## config.mk

```make
export PLATFORM = sky130hd
export DESIGN_NAME = prio_group_seq
export DESIGN_NICKNAME = d
export VERILOG_FILES = /design/src/rtl/prio_seq_pkg.sv /design/src/rtl/prio_trig_sync.sv /design/src/rtl/prio_rank_ctrl.sv /design/src/rtl/prio_result_bank.sv /design/src/rtl/prio_group_seq.sv
export SDC_FILE = /design/constraint.sdc
export NUM_CORES = 1
export LEC_CHECK = 0
export ABC_AREA = 1
export BUFFER_PORTS_ARGS = -buffer_cell sky130_fd_sc_hd__buf_2
export CORE_AREA = 2 2 122 124
export CTS_CLUSTER_SIZE = 20
export DETAILED_ROUTE_END_ITERATION = 7
export DIE_AREA = 0 0 124 126
export GPL_ROUTABILITY_DRIVEN = 0
export PLACE_DENSITY = 0.67
export SETUP_SLACK_MARGIN = 0.5
export SLEW_MARGIN = 40
export SYNTH_ARGS = -nofsm -noshare
export SYNTH_HDL_FRONTEND = slang
export SYNTH_SLANG_ARGS = --single-unit
```

## constraint.sdc

```tcl
create_clock -name clk -period 3.2 [get_ports clk]
set_input_delay 0.32 -clock clk [delete_from_list [all_inputs] [get_ports clk]]
set_output_delay 0.32 -clock clk [all_outputs]
set_load 0.01 [all_outputs]
```

## src/rtl/prio_seq_pkg.sv

```systemverilog
package prio_seq_pkg;

    localparam int unsigned NRANK = 4;
    localparam int unsigned CHW   = 5;
    localparam int unsigned DW    = 12;
    localparam int unsigned RW    = 16;
    localparam int unsigned SMPW  = 8;
    localparam int unsigned RKW   = $clog2(NRANK);

    typedef enum logic [1:0] {
        RES12 = 2'b00,
        RES10 = 2'b01,
        RES8  = 2'b10,
        RES6  = 2'b11
    } res_e;

    typedef enum logic [1:0] {
        EDGE_OFF  = 2'b00,
        EDGE_RISE = 2'b01,
        EDGE_FALL = 2'b10,
        EDGE_BOTH = 2'b11
    } edge_e;

    typedef enum logic {
        ST_IDLE = 1'b0,
        ST_CONV = 1'b1
    } st_e;

    typedef struct packed {
        logic [RKW-1:0] rank;
        logic [DW-1:0]  data;
        logic           last;
    } capt_t;

    function automatic logic [4:0] proc_cycles(res_e r);
        case (r)
            RES12:   return 5'd12;
            RES10:   return 5'd11;
            RES8:    return 5'd9;
            default: return 5'd7;
        endcase
    endfunction

    function automatic logic [DW-1:0] res_mask(res_e r);
        case (r)
            RES12:   return DW'(12'hFFF);
            RES10:   return DW'(12'h3FF);
            RES8:    return DW'(12'h0FF);
            default: return DW'(12'h03F);
        endcase
    endfunction

endpackage

```

## src/rtl/prio_trig_sync.sv

```systemverilog
module prio_trig_sync
    import prio_seq_pkg::*;
(
    input  logic       clk,
    input  logic       rst,
    input  logic       ext_in,
    input  logic [1:0] edge_sel,
    input  logic       sw_only,
    output logic       ext_evt
);
    logic s1_q, s2_q, prev_q;
    logic rise, fall;

    always_ff @(posedge clk) begin
        if (rst) begin
            s1_q   <= 1'b0;
            s2_q   <= 1'b0;
            prev_q <= 1'b0;
        end else begin
            s1_q   <= ext_in;
            s2_q   <= s1_q;
            prev_q <= s2_q;
        end
    end

    always_comb begin
        rise    = s2_q & ~prev_q;
        fall    = ~s2_q & prev_q;
        ext_evt = 1'b0;
        if (!sw_only) begin
            case (edge_e'(edge_sel))
                EDGE_RISE: ext_evt = rise;
                EDGE_FALL: ext_evt = fall;
                EDGE_BOTH: ext_evt = rise | fall;
                default:   ext_evt = 1'b0;
            endcase
        end
    end
endmodule

```

## src/rtl/prio_rank_ctrl.sv

```systemverilog
module prio_rank_ctrl
    import prio_seq_pkg::*;
(
    input  logic                  clk,
    input  logic                  rst,
    input  logic                  start_evt,
    input  logic [NRANK*CHW-1:0]  cfg_seq,
    input  logic [RKW-1:0]        cfg_len_m1,
    input  logic [NRANK*SMPW-1:0] cfg_smp,
    input  logic [1:0]            cfg_res,
    input  logic                  cfg_scan,
    input  logic                  cfg_disc,
    input  logic                  conv_done,
    input  logic [DW-1:0]         conv_data,
    output logic                  conv_start,
    output logic [CHW-1:0]        conv_chan,
    output logic [SMPW-1:0]       conv_smp,
    output logic                  cap_vld,
    output capt_t                 cap
);
    st_e            st_q;
    logic [RKW-1:0] rank_q, pos_q;
    logic [SMPW:0]  wait_q;
    logic           start_q;

    logic           step_mode, is_last;
    logic [RKW-1:0] last_rank, first_rank, next_rank, fld;

    function automatic logic [SMPW:0] load_for(logic [RKW-1:0] r);
        return {1'b0, cfg_smp[r*SMPW +: SMPW]} + (SMPW+1)'(proc_cycles(res_e'(cfg_res)));
    endfunction

    always_comb begin
        step_mode  = cfg_disc & cfg_scan;
        last_rank  = cfg_scan ? cfg_len_m1 : '0;
        is_last    = step_mode ? (rank_q == cfg_len_m1) : (rank_q == last_rank);
        first_rank = step_mode ? pos_q : '0;
        next_rank  = rank_q + 1'b1;
        // right alignment: final rank always lands in the top field
        fld        = rank_q + (RKW'(NRANK-1) - cfg_len_m1);
        conv_chan  = cfg_seq[fld*CHW +: CHW];
        conv_smp   = cfg_smp[rank_q*SMPW +: SMPW];
        conv_start = start_q;
        cap_vld    = (st_q == ST_CONV) && (wait_q == '0) && conv_done;
        cap.rank   = rank_q;
        cap.data   = conv_data;
        cap.last   = is_last;
    end

    always_ff @(posedge clk) begin
        if (rst) begin
            st_q    <= ST_IDLE;
            rank_q  <= '0;
            pos_q   <= '0;
            wait_q  <= '0;
            start_q <= 1'b0;
        end else begin
            start_q <= 1'b0;
            case (st_q)
                ST_IDLE: begin
                    if (start_evt) begin
                        rank_q  <= first_rank;
                        wait_q  <= load_for(first_rank);
                        start_q <= 1'b1;
                        st_q    <= ST_CONV;
                    end
                end
                default: begin
                    if (wait_q != '0) begin
                        wait_q <= wait_q - 1'b1;
                    end else if (conv_done) begin
                        if (!step_mode && !is_last) begin
                            rank_q  <= next_rank;
                            wait_q  <= load_for(next_rank);
                            start_q <= 1'b1;
                        end else begin
                            st_q <= ST_IDLE;
                            if (step_mode)
                                pos_q <= is_last ? '0 : next_rank;
                        end
                    end
                end
            endcase
        end
    end
endmodule

```

## src/rtl/prio_result_bank.sv

```systemverilog
module prio_result_bank
    import prio_seq_pkg::*;
(
    input  logic                 clk,
    input  logic                 rst,
    input  logic                 cap_vld,
    input  capt_t                cap,
    input  logic [1:0]           cfg_res,
    input  logic [NRANK*DW-1:0]  cfg_off,
    input  logic                 eos_clr,
    output logic [NRANK*RW-1:0]  res_flat,
    output logic                 eos
);
    logic [DW-1:0] off_m;
    logic [DW:0]   diff;
    logic [RW-1:0] corr;

    always_comb begin
        off_m = cfg_off[cap.rank*DW +: DW] & res_mask(res_e'(cfg_res));
        diff  = {1'b0, cap.data} - {1'b0, off_m};
        corr  = {{(RW-DW-1){diff[DW]}}, diff};
    end

    for (genvar g = 0; g < NRANK; g++) begin : g_slot
        logic [RW-1:0] slot_q;
        always_ff @(posedge clk) begin
            if (rst)
                slot_q <= '0;
            else if (cap_vld && (cap.rank == RKW'(g)))
                slot_q <= corr;
        end
        assign res_flat[g*RW +: RW] = slot_q;
    end

    always_ff @(posedge clk) begin
        if (rst)
            eos <= 1'b0;
        else if (cap_vld && cap.last)
            eos <= 1'b1;
        else if (eos_clr)
            eos <= 1'b0;
    end
endmodule

```

## src/rtl/prio_group_seq.sv

```systemverilog
module prio_group_seq
    import prio_seq_pkg::*;
(
    input  logic                  clk,
    input  logic                  rst,
    input  logic [NRANK*CHW-1:0]  cfg_seq,
    input  logic [RKW-1:0]        cfg_len_m1,
    input  logic [NRANK*DW-1:0]   cfg_off,
    input  logic [NRANK*SMPW-1:0] cfg_smp,
    input  logic [1:0]            cfg_res,
    input  logic [1:0]            cfg_edge,
    input  logic                  cfg_sw_only,
    input  logic                  cfg_scan,
    input  logic                  cfg_disc,
    input  logic                  cfg_auto,
    input  logic                  sw_start,
    input  logic                  ext_trig,
    input  logic                  reg_done,
    output logic                  conv_start,
    output logic [CHW-1:0]        conv_chan,
    output logic [SMPW-1:0]       conv_smp,
    output logic [1:0]            conv_res,
    input  logic                  conv_done,
    input  logic [DW-1:0]         conv_data,
    output logic [NRANK*RW-1:0]   res_flat,
    output logic                  eos,
    input  logic                  eos_clr
);
    logic  ext_evt, auto_evt, start_evt;
    logic  cap_vld, cap_last;
    capt_t cap;

    prio_trig_sync u_trig (
        .clk      (clk),
        .rst      (rst),
        .ext_in   (ext_trig),
        .edge_sel (cfg_edge),
        .sw_only  (cfg_sw_only),
        .ext_evt  (ext_evt)
    );

    // auto chaining is honoured only with no sub-stepping and no external source
    assign auto_evt  = cfg_auto & ~cfg_disc & (cfg_sw_only | (cfg_edge == 2'b00)) & reg_done;
    assign start_evt = sw_start | ext_evt | auto_evt;
    assign conv_res  = cfg_res;
    assign cap_last  = cap.last;

    prio_rank_ctrl u_ctrl (
        .clk        (clk),
        .rst        (rst),
        .start_evt  (start_evt),
        .cfg_seq    (cfg_seq),
        .cfg_len_m1 (cfg_len_m1),
        .cfg_smp    (cfg_smp),
        .cfg_res    (cfg_res),
        .cfg_scan   (cfg_scan),
        .cfg_disc   (cfg_disc),
        .conv_done  (conv_done),
        .conv_data  (conv_data),
        .conv_start (conv_start),
        .conv_chan  (conv_chan),
        .conv_smp   (conv_smp),
        .cap_vld    (cap_vld),
        .cap        (cap)
    );

    prio_result_bank u_bank (
        .clk      (clk),
        .rst      (rst),
        .cap_vld  (cap_vld),
        .cap      (cap),
        .cfg_res  (cfg_res),
        .cfg_off  (cfg_off),
        .eos_clr  (eos_clr),
        .res_flat (res_flat),
        .eos      (eos)
    );
endmodule

```

==> reports/summary.log, run 1 <==
qor: layout.finish.cell_count_without_fillers 1182
qor: detailed_routing.drt_first_iter_violations 380
qor: placement.buffer_ports.inserted 209
qor: timing.setup_repair_after_global_routing_missed_its_margin yes
qor: yosys.synth.yosys.seq_area_share 0.2607
qor: floorplanning.die-width 124 um
qor: global_route.grt_pass1_wl 28.36 mm
qor: layout.diodes 0
qor: floorplanning.fp.dieArea 15620 um2
qor: yosys.synth.most_common_cell nand2_1
qor: global_route.number_of_global_route_vias_before_repair 5750
qor: yosys.post_synth_inst_count 819
qor: worst_setup_path.arrival 2.22 ns
qor: detailed_routing.routed_wire_length_per_instance 15.04 um
qor: timing.fin_tns_setup 0 ns
qor: floorplanning.core 14310 um2
qor: worst_setup_path.critical_path.startpoint_type flip-flop
qor: timing.timing.max_slew.rel_slack 0.5569
qor: detailed_routing.routed-via-count 6177
qor: placement.place.detailed.instances 1166
qor: detailed_routing.detail_route.first_pass.iterations 5
qor: timing.report.final.setup_viol 0
qor: layout.final_layout_size_suffix_gt1_frac 0.3046
qor: yosys.syn_avg_cell_area 6.658 um2
qor: layout.syn_to_final_growth 26.64%
qor: power_and_ir_drop.switching_share 0.4066
qor: global_route.grt_residual_overflow 0
qor: job.max-cap-violations 0
qor: clocking.clock_latency 0.33 ns
qor: clocking.cts.htree.levels 3
qor: power_and_ir_drop.leakagePower 3.533 nW
qor: clocking.deepest_clock_path_buffer_count 2
qor: worst_setup_path.worst_r2r_path_depth 14
qor: detailed_routing.post_drt_via_cell_ratio 5.226
qor: clocking.cts.hold.buffers_added 0
qor: yosys.ys_ff_latch 71
qor: power_and_ir_drop.p_switching 1.391 mW
qor: detailed_routing.route.final.wire_length 17.77 mm
qor: min_path.hold_path_depth 3
qor: yosys.synth_enable_flop_cells 0
qor: yosys.mappedNetlistArea 5453 um2
qor: detailed_routing.remaining_number_of_nets_flagged_by_the_antenna_check_after_routing 0
qor: clocking.numClockSinks 71
qor: clocking.path_clk_slew 0.06 ns
qor: worst_setup_path.cp_endpoint_kind output pin
qor: worst_setup_path.required_time_worst_endpoint 2.88 ns
qor: power_and_ir_drop.ir_drop 0.4029 mV
qor: power_and_ir_drop.power.sequential.fraction 0.283
qor: run_status.result_of_the_run finished, final reports clean
qor: worst_setup_path.worst-setup-path-type reg -> out
qor: yosys.ys_warn_count 0
qor: floorplanning.core.rowCount 44
qor: global_route.grt_use_total 0.2265
qor: timing.post-route-min-period 2.542 ns
qor: power_and_ir_drop.p_int 2.030 mW
qor: timing.clock.fmax 393.4 MHz
qor: global_route.initial_antenna_violation_count 0
qor: min_path.worst_min_delay_path_category in -> reg
qor: timing.timing_worst_slew_pin_value 0.6600 ns
qor: timing.finalHoldViolations 0
qor: yosys.postSynth.asyncResetShare 0
qor: worst_setup_path.crit_fanout 30
qor: yosys.yosys.area.top_type_share 0.2607
qor: placement.place_hpwl 13.62 mm
qor: timing.slew_viols_final 0
qor: clocking.cts-root-buf clkbuf_16
qor: global_route.pin_count_of_the_biggest_net_entering_global_routing 52
qor: yosys.syn-num-nets 980
qor: yosys.synth.distinct_cells 46
qor: floorplanning.start_util 0.3809
qor: power_and_ir_drop.pwr-share-comb 0.433
qor: yosys.ys_top_cells_by_area dfxtp_1 (26%), nand2_1 (9.9%), o21ai_0 (8.9%), a21oi_1 (8.4%), ha_1 (7.1%)
qor: yosys.synthDominantAreaCellType dfxtp_1
qor: timing.finClkSkew 0.01009 ns
qor: floorplanning.die_y 126 um
qor: yosys.synth_top_cells_by_count nand2_1 (144), o21ai_0 (97), a21oi_1 (91)
qor: yosys.synth_ff_type dfxtp_1
qor: timing.finalCritPeriodShare 0.7943
qor: power_and_ir_drop.power_per_cell_area 495.4 nW/um2
qor: detailed_routing.detail_route.drc_violations 0
qor: clocking.tritoncts_clock_tree built
qor: clocking.post-cts-setup-buffers 0
qor: layout.num-nets-final 1154
qor: floorplanning.i_o_pin_cnt 210
qor: power_and_ir_drop.proportion_of_power_drawn_by_the_clock_network 0.284
qor: clocking.cts_buffer_count 9
==> final timing paths <==
check / start / end / slack, ns
setup / recovery: u_ctrl.rank_q[0]$_SDFFE_PP0P_ / conv_chan[4] / 0.66
hold reg to reg: u_trig.s1_q$_SDFF_PP0_ / u_trig.s2_q$_SDFF_PP0_ / 0.40
hold / removal: ext_trig / u_trig.s1_q$_SDFF_PP0_ / 0.19
setup reg to reg: u_ctrl.rank_q[1]$_SDFFE_PP0P_ / u_bank.g_slot[0].slot_q[11]$_SDFFE_PP0P_ / 0.70
==> cell type report <==
class | instances | area [um2]
fill | 1510 | 7408
multi-input combinational | 619 | 3546
sequential | 71 | 1424
timing repair buffer | 217 | 1125
inverter | 75 | 291.5
tap | 184 | 230.2
clock buffer | 9 | 225.2
clock inverter | 7 | 63.81
==> state kept, by name, indices dropped and copies added, names as in the netlist <==
register	flops
u_ctrl.wait_q	9
u_trig.s1_q	1
u_ctrl.pos_q	2
u_ctrl.rank_q	2
u_bank.g_slot.slot_q	52
u_trig.s2_q	1
u_trig.prev_q	1
u_bank.eos	1
u_ctrl.st_q	1
u_ctrl.conv_start	1
==> stage by stage <==
step | hold slack [ns] | total power [mW] | setup WS, ns | cell area [um2] | utilization
after floorplan | 0.3883 | 1.963 | 0.5131 | 5478 | -
after global placement | 0.3894 | 2.374 | 0.4561 | 6467 | 0.4518
after detailed placement | 0.3964 | 2.381 | 0.3857 | 6467 | 0.4518
after CTS | 0.1842 | 3.372 | 0.5017 | 6778 | 0.4735
after global routing | 0.2321 | 3.670 | 0.4497 | 6905 | 0.4824
final | 0.1932 | 3.421 | 0.6581 | 6905 | 0.4824
==> power groups by stage <==
stage	Combinational, mW	Clock (mW)	Sequential, mW
2_1_floorplan	0.980	0	0.982
3_3_place_gp	1.39	0	0.985
3_5_place_dp	1.40	0	0.985
4_1_cts	1.41	0.994	0.966
5_1_grt	1.66	1.04	0.973
6_report	1.48	0.973	0.968
==> metal layers <==
layer / global-route usage / routed length, um / up-vias
met5: 0 / 0 / -
li1: - / - / 3094
met3: 0.05163 / 1099 / 18
met2: 0.3856 / 8796 / 188
met1: 0.2937 / 7643 / 2877
met4: 0.04230 / 232 / 0
==> cells by family after synthesis <==
kind of cell,Yosys count,share of synthesized area
compound gates,254,0.2570
buf+inv,129,0.1124
mux,5,0.009179
fa+ha+maj,32,0.07480
simple gates,305,0.2490
xor+xnor,23,0.03694
flops,71,0.2607
==> cells in the final DEF, fill, tap and decap left out, drive strengths merged, types with 3 or more instances in the layout <==
cell type  synthesis  final
inv               75     79
clkbuf            21      9
dfxtp             71     71
nor2              91     91
xnor2             12     12
o21ai            116    116
nand4              5      5
nand2            153    153
xor2              11     11
nand3             46     46
a22oi              4      4
o211ai            11     11
mux2i              5      5
buf               33    217
a32o               4      4
ha                31     31
or2                6      6
o21bai             3      3
o22ai             16     16
a21oi             91     91
==> timing repair <==
action,CTS,global route
resized for setup,5,29
endpoints found under the setup margin,23,37
pin swaps,0,5
==> critical path: stages, from the launching register on <==
cell      delay (ns)
dfxtp_2         0.34
buf_4           0.23
ha_2            0.52
inv_1           0.13
or2_2           0.28
o211ai_1        0.10
o21ai_0         0.11
buf_2           0.17
No activity file was read; power rests on OpenSTA's default activity.
==> inputs of run 2 (changes only) <==
- clock period: 3.2 -> 2.3 ns (I/O delays scaled with it)
==> run 2 against run 1 <==
  * Flip-flop and latch count is the same
  * Die area unchanged
  * The flow now finishes with violations (negative setup slack)
  * Via count is 6.5% higher
==> reports/summary.log, run 2 (synthesis results as in run 1) <==
qor: timing.finalCritPeriodShare 1.054
qor: power_and_ir_drop.p_switching 2.224 mW [was 1.391 mW]
qor: timing.finalHoldViolations 0 [unchanged]
qor: timing.timing_worst_slew_pin_value 0.5045 ns [was 0.6600 ns]
qor: timing.slew_viols_final 0 [unchanged]
qor: worst_setup_path.timing.critical_path.from u_ctrl.rank_q[0]$_SDFFE_PP0P_ [unchanged]
qor: timing.post-route-min-period 2.425 ns
qor: placement.placed_area 7051 um2 [was 6467 um2]
qor: floorplanning.core 14310 um2 [unchanged]
qor: layout.diodes 0 [unchanged]
qor: floorplanning.i_o_pin_cnt 210 [unchanged]
qor: job.max-cap-violations 0 [unchanged]
qor: worst_setup_path.crit_fanout 5 [was 30]
qor: global_route.initial_antenna_violation_count 1 [was 0]
qor: clocking.cts.htree.levels 3 [unchanged]
qor: clocking.cts-root-buf clkbuf_16 [unchanged]
qor: power_and_ir_drop.proportion_of_power_drawn_by_the_clock_network 0.242 [was 0.284]
qor: global_route.grt_use_total 0.2384 [was 0.2265]
qor: detailed_routing.route.final.wire_length 19.07 mm [was 17.77 mm]
qor: power_and_ir_drop.leakagePower 4.070 nW [was 3.533 nW]
qor: floorplanning.die_y 126 um [unchanged]
qor: floorplanning.core.rowCount 44 [unchanged]
qor: power_and_ir_drop.switching_share 0.3957 [was 0.4066]
qor: min_path.worstHoldStart ext_trig [unchanged]
qor: worst_setup_path.cp_slowest_cell dfxtp_4 [was ha_2]
qor: timing.clock.fmax 412.5 MHz
qor: detailed_routing.drt_first_iter_violations 319 [was 380]
qor: clocking.numClockSinks 71 [unchanged]
qor: layout.num-nets-final 1247 [was 1154]
qor: detailed_routing.routed_wire_length_per_instance 14.96 um [was 15.04 um]
qor: global_route.number_of_global_route_vias_before_repair 6287 [was 5750]
qor: timing.report.final.setup_viol 23 [was 0]
qor: clocking.tritoncts_clock_tree built [unchanged]
qor: power_and_ir_drop.power_per_cell_area 696.2 nW/um2 [was 495.4 nW/um2]
qor: layout.final_common_cell buf_2 [unchanged]
qor: timing.finClkSkew 0.01026 ns [was 0.01009 ns]
qor: worst_setup_path.critical_path.startpoint_type flip-flop [unchanged]
qor: floorplanning.fp.dieArea 15620 um2 [unchanged]
qor: worst_setup_path.critical_path.n_buffers_inverters 5 [was 3]
qor: run_status.violations negative setup slack
qor: layout.largest-register u_bank.g_slot.slot_q [unchanged]
qor: detailed_routing.post_drt_via_cell_ratio 5.158 [was 5.226]
qor: worst_setup_path.rr_startpoint u_ctrl.rank_q[0]$_SDFFE_PP0P_ [was u_ctrl.rank_q[1]$_SDFFE_PP0P_]
qor: detailed_routing.remaining_number_of_nets_flagged_by_the_antenna_check_after_routing 0 [unchanged]
qor: clocking.path_clk_slew 0.07 ns [was 0.06 ns]
qor: floorplanning.start_util 0.3809 [unchanged]
qor: min_path.worst_min_delay_path_category in -> reg [unchanged]
qor: clocking.cts_buffer_count 9 [unchanged]
qor: placement.place_hpwl 13.89 mm [was 13.62 mm]
qor: detailed_routing.routed-via-count 6577 [was 6177]
qor: global_route.pin_count_of_the_biggest_net_entering_global_routing 58 [was 52]
qor: layout.reg_top3 u_bank.g_slot.slot_q (52), u_ctrl.wait_q (9) [unchanged]
qor: timing.setup_repair_after_global_routing_missed_its_margin yes [unchanged]
qor: layout.syn_to_final_growth 48.03% [was 26.64%]
qor: power_and_ir_drop.power.sequential.fraction 0.240 [was 0.283]
qor: worst_setup_path.worst-setup-path-type reg -> reg [was reg -> out]
qor: worst_setup_path.critical_path_cell_list inv_4, buf_6, ha_4, buf_6, o21ai_2, o22ai_2, ha_1, inv_2, nor2_4, and3_1, nand2_2, nand2_1, nand2_1, nand3_2, nand2_1, nand2_1, nand3_2, nand2_1, inv_1 [was buf_4, ha_2, inv_1, or2_2, o211ai_1, o21ai_0, buf_2]
qor: layout.stdcell_area 8071 um2 [was 6905 um2]
qor: worst_setup_path.arrival 2.70 ns [was 2.22 ns]
qor: worst_setup_path.cp_endpoint_kind flip-flop [was output pin]
qor: global_route.grt_pass1_wl 29.97 mm [was 28.36 mm]
qor: power_and_ir_drop.p_int 3.396 mW [was 2.030 mW]
qor: clocking.clock_latency 0.34 ns [was 0.33 ns]
qor: run_status.result_of_the_run complete, but fails checks [was finished, final reports clean]
qor: worst_setup_path.crit_path_max_incr_delay 0.37 ns [was 0.52 ns]
qor: layout.fillerInstances 1403 [was 1510]
qor: layout.layout_common_cells buf_2 (209), nand2_1 (133), a21oi_1 (84), buf_4 (82), nor2_1 (74) [was buf_2 (209), nand2_1 (143), o21ai_0 (93), a21oi_1 (88), nor2_1 (80)]
qor: power_and_ir_drop.ir_drop 0.5724 mV [was 0.4029 mV]
qor: layout.final_core_util 0.5639 [was 0.4824]
qor: clocking.deepest_clock_path_buffer_count 2 [unchanged]
qor: floorplanning.die-width 124 um [unchanged]
qor: layout.largest_reg_flops 52 [unchanged]
qor: layout.final_layout_size_suffix_gt1_frac 0.4180 [was 0.3046]
qor: timing.timing.max_slew.rel_slack 0.6636 [was 0.5569]
qor: worst_setup_path.required_time_worst_endpoint 2.58 ns [was 2.88 ns]
qor: placement.buffer_ports.inserted 209 [unchanged]
qor: detailed_routing.detail_route.first_pass.iterations 5 [unchanged]
qor: detailed_routing.detail_route.drc_violations 0 [unchanged]
qor: global_route.grt_residual_overflow 0 [unchanged]
qor: worst_setup_path.path_delay_family simple AND/OR/NAND/NOR gates [was buffers and inverters]
qor: placement.post-place-ws -0.2161 ns [was 0.3857 ns]
qor: worst_setup_path.critPathMostFrequentCell nand2_1
qor: power_and_ir_drop.pwr-share-comb 0.518 [was 0.433]
qor: timing.final.setup.worst_slack -0.1245 ns [was 0.6581 ns]
[run 2: cell count changes in the layout (fill, tap and decap cells not counted), sizes merged]
| cell | delta |
|---|---|
| inv | +3 |
| buf | +89 |
| clkinv | +1 |
[run 2: what timing repair did]
action	CTS	global route
resized for setup	66	70
endpoints found under the setup margin	77	81
cloned	4	0
hold buffers	0	0
buffers inserted	18	8
pin swaps	25	37
[run 2: path summary, 6_finish.rpt]
path	endpoint	cells after the start	slack, ns
setup reg to reg	u_ctrl.wait_q[7]$_SDFFE_PP0P_	19	-0.12
hold / removal	u_trig.s1_q$_SDFF_PP0_	3	0.11
setup / recovery	u_ctrl.wait_q[7]$_SDFFE_PP0P_	19	-0.12
hold reg to reg	u_trig.s2_q$_SDFF_PP0_	2	0.40
[run 2: routing by layer]
layer | wire length, um | up-vias | track usage | part of all wire
met5 | 0 | - | 0 | 0
met2 | 9627 | 218 | 0.4140 | 0.50
met4 | 506 | 0 | 0.07931 | 0.027
met1 | 7784 | 3028 | 0.2896 | 0.41
li1 | - | 3295 | - | -
met3 | 1152 | 36 | 0.05072 | 0.060
[run 2: power groups by stage]
stage                     Combinational (mW)  Sequential [mW]  Clock (mW)
after floorplan                         1.47             1.37           0
after global placement                  2.37             1.37           0
after detailed placement                2.38             1.37           0
after CTS                               2.63             1.35        1.38
after global routing                    3.18             1.36        1.44
final                                   2.91             1.35        1.36
[run 2: metrics by stage]
step	total power, mW	hold WS, ns	TNS [ns]	instances
3_5_place_dp	3.750	0.3970	-2.869	1229
2_1_floorplan	2.839	0.3370	-4.008	819
5_1_grt	5.981	0.1218	-5.588	1275
3_3_place_gp	3.735	0.3886	-2.182	1229
4_1_cts	5.356	0.1002	-1.031	1267
6_report	5.619	0.1055	-1.410	1275
[run 2: worst reg2reg max path: stages (launching register included)]
cell,delay [ns]
dfxtp_4,0.37
inv_4,0.05
buf_6,0.11
ha_4,0.32
buf_6,0.12
o21ai_2,0.05
o22ai_2,0.17
ha_1,0.26
inv_2,0.13
nor2_4,0.05
and3_1,0.18
nand2_2,0.08
nand2_1,0.05
nand2_1,0.07
nand3_2,0.08
nand2_1,0.06
nand2_1,0.06
nand3_2,0.07
nand2_1,0.05
inv_1,0.04
[run 2: final cells by class]
type	count	area (um2)	area share
clock buffer	9	225.2	0.02790
multi-input combinational	619	3919	0.4855
timing repair inverter	4	25.02	0.003100
sequential	71	1429	0.1770
inverter	75	331.6	0.04108
timing repair buffer	306	1851	0.2293
clock inverter	7	61.31	0.007596
tap	184	230.2	0.02852
==> inputs of run 3 (changes only) <==
- REMOVE_ABC_BUFFERS: not set -> 1
==> run 3 against run 2 <==
  * Die area stayed put
  * The flow still finishes with violations (negative setup slack)
  * Clock power is 24% higher
  * Utilization increased by 7.1 points
  * Sequential share of layout area decreased by 1.9 points
  * Clock-buffer cell count is the same
  * Wire length up 21%
  * Highest routed layer unchanged
  * Non-clock buffer count up 45
  * First-iteration DRC count is 98% higher
  * Via count increased by 8.8%
  * Sequential power barely moved
  * Clock skew is 0.00059 ns lower
==> reports/summary.log, run 3 (synthesis results as in run 1) <==
qor: placement.place_hpwl 14.41 mm [was 13.89 mm]
qor: clocking.clock_latency 0.35 ns [was 0.34 ns]
qor: global_route.grt_residual_overflow 0 [unchanged]
qor: layout.final_common_cell buf_2 [unchanged]
qor: floorplanning.fp.dieArea 15620 um2 [unchanged]
qor: global_route.pin_count_of_the_biggest_net_entering_global_routing 32 [was 58]
qor: placement.placed_area 7127 um2 [was 7051 um2]
qor: timing.report.final.setup_viol 35 [was 23]
qor: job.max-cap-violations 0 [unchanged]
qor: power_and_ir_drop.power_per_cell_area 708.7 nW/um2 [was 696.2 nW/um2]
qor: timing.finalHoldViolations 0 [unchanged]
qor: global_route.number_of_global_route_vias_before_repair 6448 [was 6287]
qor: power_and_ir_drop.leakagePower 4.468 nW [was 4.070 nW]
qor: detailed_routing.routed_wire_length_per_instance 17.55 um [was 14.96 um]
qor: run_status.result_of_the_run complete, but fails checks [unchanged]
qor: clocking.cts-root-buf clkbuf_16 [unchanged]
qor: detailed_routing.drt_first_iter_violations 631 [was 319]
qor: clocking.cts_buffer_count 9 [unchanged]
qor: power_and_ir_drop.power.sequential.fraction 0.211 [was 0.240]
qor: power_and_ir_drop.p_switching 2.457 mW [was 2.224 mW]
qor: clocking.path_clk_slew 0.06 ns [was 0.07 ns]
qor: clocking.tritoncts_clock_tree built [unchanged]
qor: floorplanning.i_o_pin_cnt 210 [unchanged]
qor: global_route.initial_antenna_violation_count 0 [was 1]
qor: floorplanning.die_y 126 um [unchanged]
qor: timing.final.setup.worst_slack -0.2319 ns [was -0.1245 ns]
qor: detailed_routing.routed-via-count 7153 [was 6577]
qor: power_and_ir_drop.switching_share 0.3813 [was 0.3957]
qor: clocking.numClockSinks 71 [unchanged]
qor: layout.layout_common_cells buf_2 (209), nand2_1 (122), buf_4 (97), nor2_1 (70), dfxtp_1 (64) [was buf_2 (209), nand2_1 (133), a21oi_1 (84), buf_4 (82), nor2_1 (74)]
qor: floorplanning.start_util 0.3809 [unchanged]
qor: detailed_routing.route.final.wire_length 23.15 mm [was 19.07 mm]
qor: worst_setup_path.arrival 2.77 ns [was 2.70 ns]
qor: worst_setup_path.crit_path_max_incr_delay 0.38 ns [was 0.37 ns]
qor: worst_setup_path.rr_endpoint u_bank.g_slot[3].slot_q[12]$_SDFFE_PP0P_ [was u_ctrl.wait_q[7]$_SDFFE_PP0P_]
qor: detailed_routing.post_drt_via_cell_ratio 5.423 [was 5.158]
qor: power_and_ir_drop.ir_drop 0.4421 mV [was 0.5724 mV]
qor: clocking.cts.htree.levels 3 [unchanged]
qor: worst_setup_path.worst-setup-path-type reg -> reg [unchanged]
qor: timing.post-route-min-period 2.532 ns [was 2.425 ns]
qor: clocking.deepest_clock_path_buffer_count 2 [unchanged]
qor: detailed_routing.remaining_number_of_nets_flagged_by_the_antenna_check_after_routing 0 [unchanged]
qor: min_path.whs_endpoint u_trig.s1_q$_SDFF_PP0_ [unchanged]
qor: timing.timing.max_slew.rel_slack 0.7408 [was 0.6636]
qor: worst_setup_path.required_time_worst_endpoint 2.53 ns [was 2.58 ns]
qor: worst_setup_path.critical_path_cell_list buf_6, o21ai_2, o22ai_1, ha_2, fa_2, o21ai_2, buf_6, a21oi_4, o21ai_2, nand3_1, nand2_2, a21oi_2, o21bai_1, buf_4, a21oi_1 [was inv_4, buf_6, ha_4, buf_6, o21ai_2, o22ai_2, ha_1, inv_2, nor2_4, and3_1, nand2_2, nand2_1, nand2_1, nand3_2, nand2_1, nand2_1, nand3_2, nand2_1, inv_1]
qor: timing.finalCritPeriodShare 1.101 [was 1.054]
qor: layout.largest_reg_flops 52 [unchanged]
qor: timing.clock.fmax 395.0 MHz [was 412.5 MHz]
qor: timing.timing_worst_slew_pin_value 0.3888 ns [was 0.5045 ns]
qor: power_and_ir_drop.proportion_of_power_drawn_by_the_clock_network 0.261 [was 0.242]
qor: min_path.worst_min_delay_path_category in -> reg [unchanged]
qor: worst_setup_path.crit_fanout 5 [unchanged]
qor: power_and_ir_drop.p_int 3.986 mW [was 3.396 mW]
qor: worst_setup_path.rrSetupSlack -0.23 ns [was -0.12 ns]
qor: run_status.violations negative setup slack [unchanged]
qor: global_route.grt_pass1_wl 31.32 mm [was 29.97 mm]
qor: power_and_ir_drop.pwr-share-comb 0.528 [was 0.518]
qor: layout.diodes 0 [unchanged]
qor: layout.reg_top3 u_bank.g_slot.slot_q (52), u_ctrl.wait_q (9) [unchanged]
qor: worst_setup_path.cp_slowest_cell dfxtp_4 [unchanged]
qor: floorplanning.die-width 124 um [unchanged]
qor: clocking.cts.hold.buffers_added 0 [unchanged]
qor: detailed_routing.detail_route.drc_violations 0 [unchanged]
qor: timing.slew_viols_final 0 [unchanged]
qor: worst_setup_path.cp_endpoint_kind flip-flop [unchanged]
qor: worst_setup_path.worst_r2r_path_depth 15 [was 19]
qor: min_path.hold_path_depth 3 [unchanged]
qor: min_path.worstHoldStart ext_trig [unchanged]
qor: layout.final_core_util 0.6352 [was 0.5639]
qor: worst_setup_path.rr_startpoint u_ctrl.rank_q[0]$_SDFFE_PP0P_ [unchanged]
qor: floorplanning.core 14310 um2 [unchanged]
qor: layout.num-nets-final 1291 [was 1247]
qor: layout.largest-register u_bank.g_slot.slot_q [unchanged]
qor: worst_setup_path.critical_path.startpoint_type flip-flop [unchanged]
qor: worst_setup_path.critPathMostFrequentCell o21ai_2 [was nand2_1]
qor: placement.buffer_ports.inserted 209 [unchanged]
qor: floorplanning.core.rowCount 44 [unchanged]
qor: layout.syn_to_final_growth 66.75% [was 48.03%]
qor: layout.stdcell_area 9092 um2 [was 8071 um2]
qor: timing.setup_repair_after_global_routing_missed_its_margin yes [unchanged]
qor: global_route.grt_use_total 0.2549 [was 0.2384]
qor: timing.finClkSkew 0.009664 ns [was 0.01026 ns]
qor: detailed_routing.detail_route.first_pass.iterations 5 [unchanged]
qor: layout.final_layout_size_suffix_gt1_frac 0.4890 [was 0.4180]
qor: power_and_ir_drop.power.total 6.444 mW [was 5.619 mW]
## run 3: worst max path at each step
stage / from / end / slack (ns) / cells after the start
after CTS: u_ctrl.rank_q[0]$_SDFFE_PP0P_ / u_bank.g_slot[3].slot_q[12]$_SDFFE_PP0P_ / -0.14 / 15
final: u_ctrl.rank_q[0]$_SDFFE_PP0P_ / u_bank.g_slot[3].slot_q[12]$_SDFFE_PP0P_ / -0.23 / 15
after global routing: u_ctrl.rank_q[0]$_SDFFE_PP0P_ / u_bank.g_slot[0].slot_q[9]$_SDFFE_PP0P_ / -0.32 / 14
after detailed placement: u_ctrl.rank_q[0]$_SDFFE_PP0P_ / u_bank.g_slot[2].slot_q[12]$_SDFFE_PP0P_ / -0.40 / 15
after floorplan: u_ctrl.rank_q[0]$_SDFFE_PP0P_ / u_bank.g_slot[0].slot_q[12]$_SDFFE_PP0P_ / -1.72 / 13
after global placement: u_ctrl.rank_q[0]$_SDFFE_PP0P_ / u_bank.g_slot[2].slot_q[12]$_SDFFE_PP0P_ / -0.32 / 15
## run 3: stage by stage
stage | setup slack [ns] | hold slack, ns | cells | setup TNS (ns)
floorplan | -1.723 | 0.2991 | 765 | -71.42
global placement | -0.3239 | 0.3896 | 1248 | -7.628
detailed placement | -0.3966 | 0.3958 | 1248 | -9.585
CTS | -0.1385 | 0.1010 | 1286 | -1.887
global route | -0.3245 | 0.1026 | 1319 | -8.670
finish | -0.2319 | 0.09608 | 1319 | -5.540
## run 3: area by class of cell
type / instances / area, um2
multi-input cells: 619 / 4212
well taps: 184 / 230.2
flip-flops and latches: 71 / 1435
fillers: 1158 / 5221
repair inverters: 3 / 37.54
inverters: 75 / 341.6
clock inverters: 7 / 127.6
clock buffers: 9 / 225.2
repair buffers: 351 / 2484
## run 3: repair_timing
item	4_1_cts	5_1_grt
gates cloned	5	5
gates resized for setup	158	136
setup buffers	17	28
setup endpoints to repair	79	79
pin swaps	29	38
## run 3: metal layers
metal | vias to the layer above | routed length (um) | GRT usage
li1 | 3387 | - | -
met5 | - | 0 | 0
met2 | 381 | 11420 | 0.4402
met1 | 3272 | 8622 | 0.3013
met4 | 0 | 1224 | 0.1137
met3 | 113 | 1888 | 0.05163
## run 3: power groups by stage
stage	clock [mW]	combinational, mW	sequential [mW]
2_1_floorplan	0	1.27	1.40
3_3_place_gp	0	2.27	1.37
3_5_place_dp	0	2.29	1.37
4_1_cts	1.68	2.83	1.35
5_1_grt	1.75	3.65	1.37
6_report	1.68	3.40	1.36
## run 3: critical path, delay by kind of cell (launching register included)
kind	cells	cell delay [ns]
compound gates	8	0.85
fa+ha+maj	2	0.57
buf+inv	3	0.40
simple gates	2	0.22
flops	1	0.38
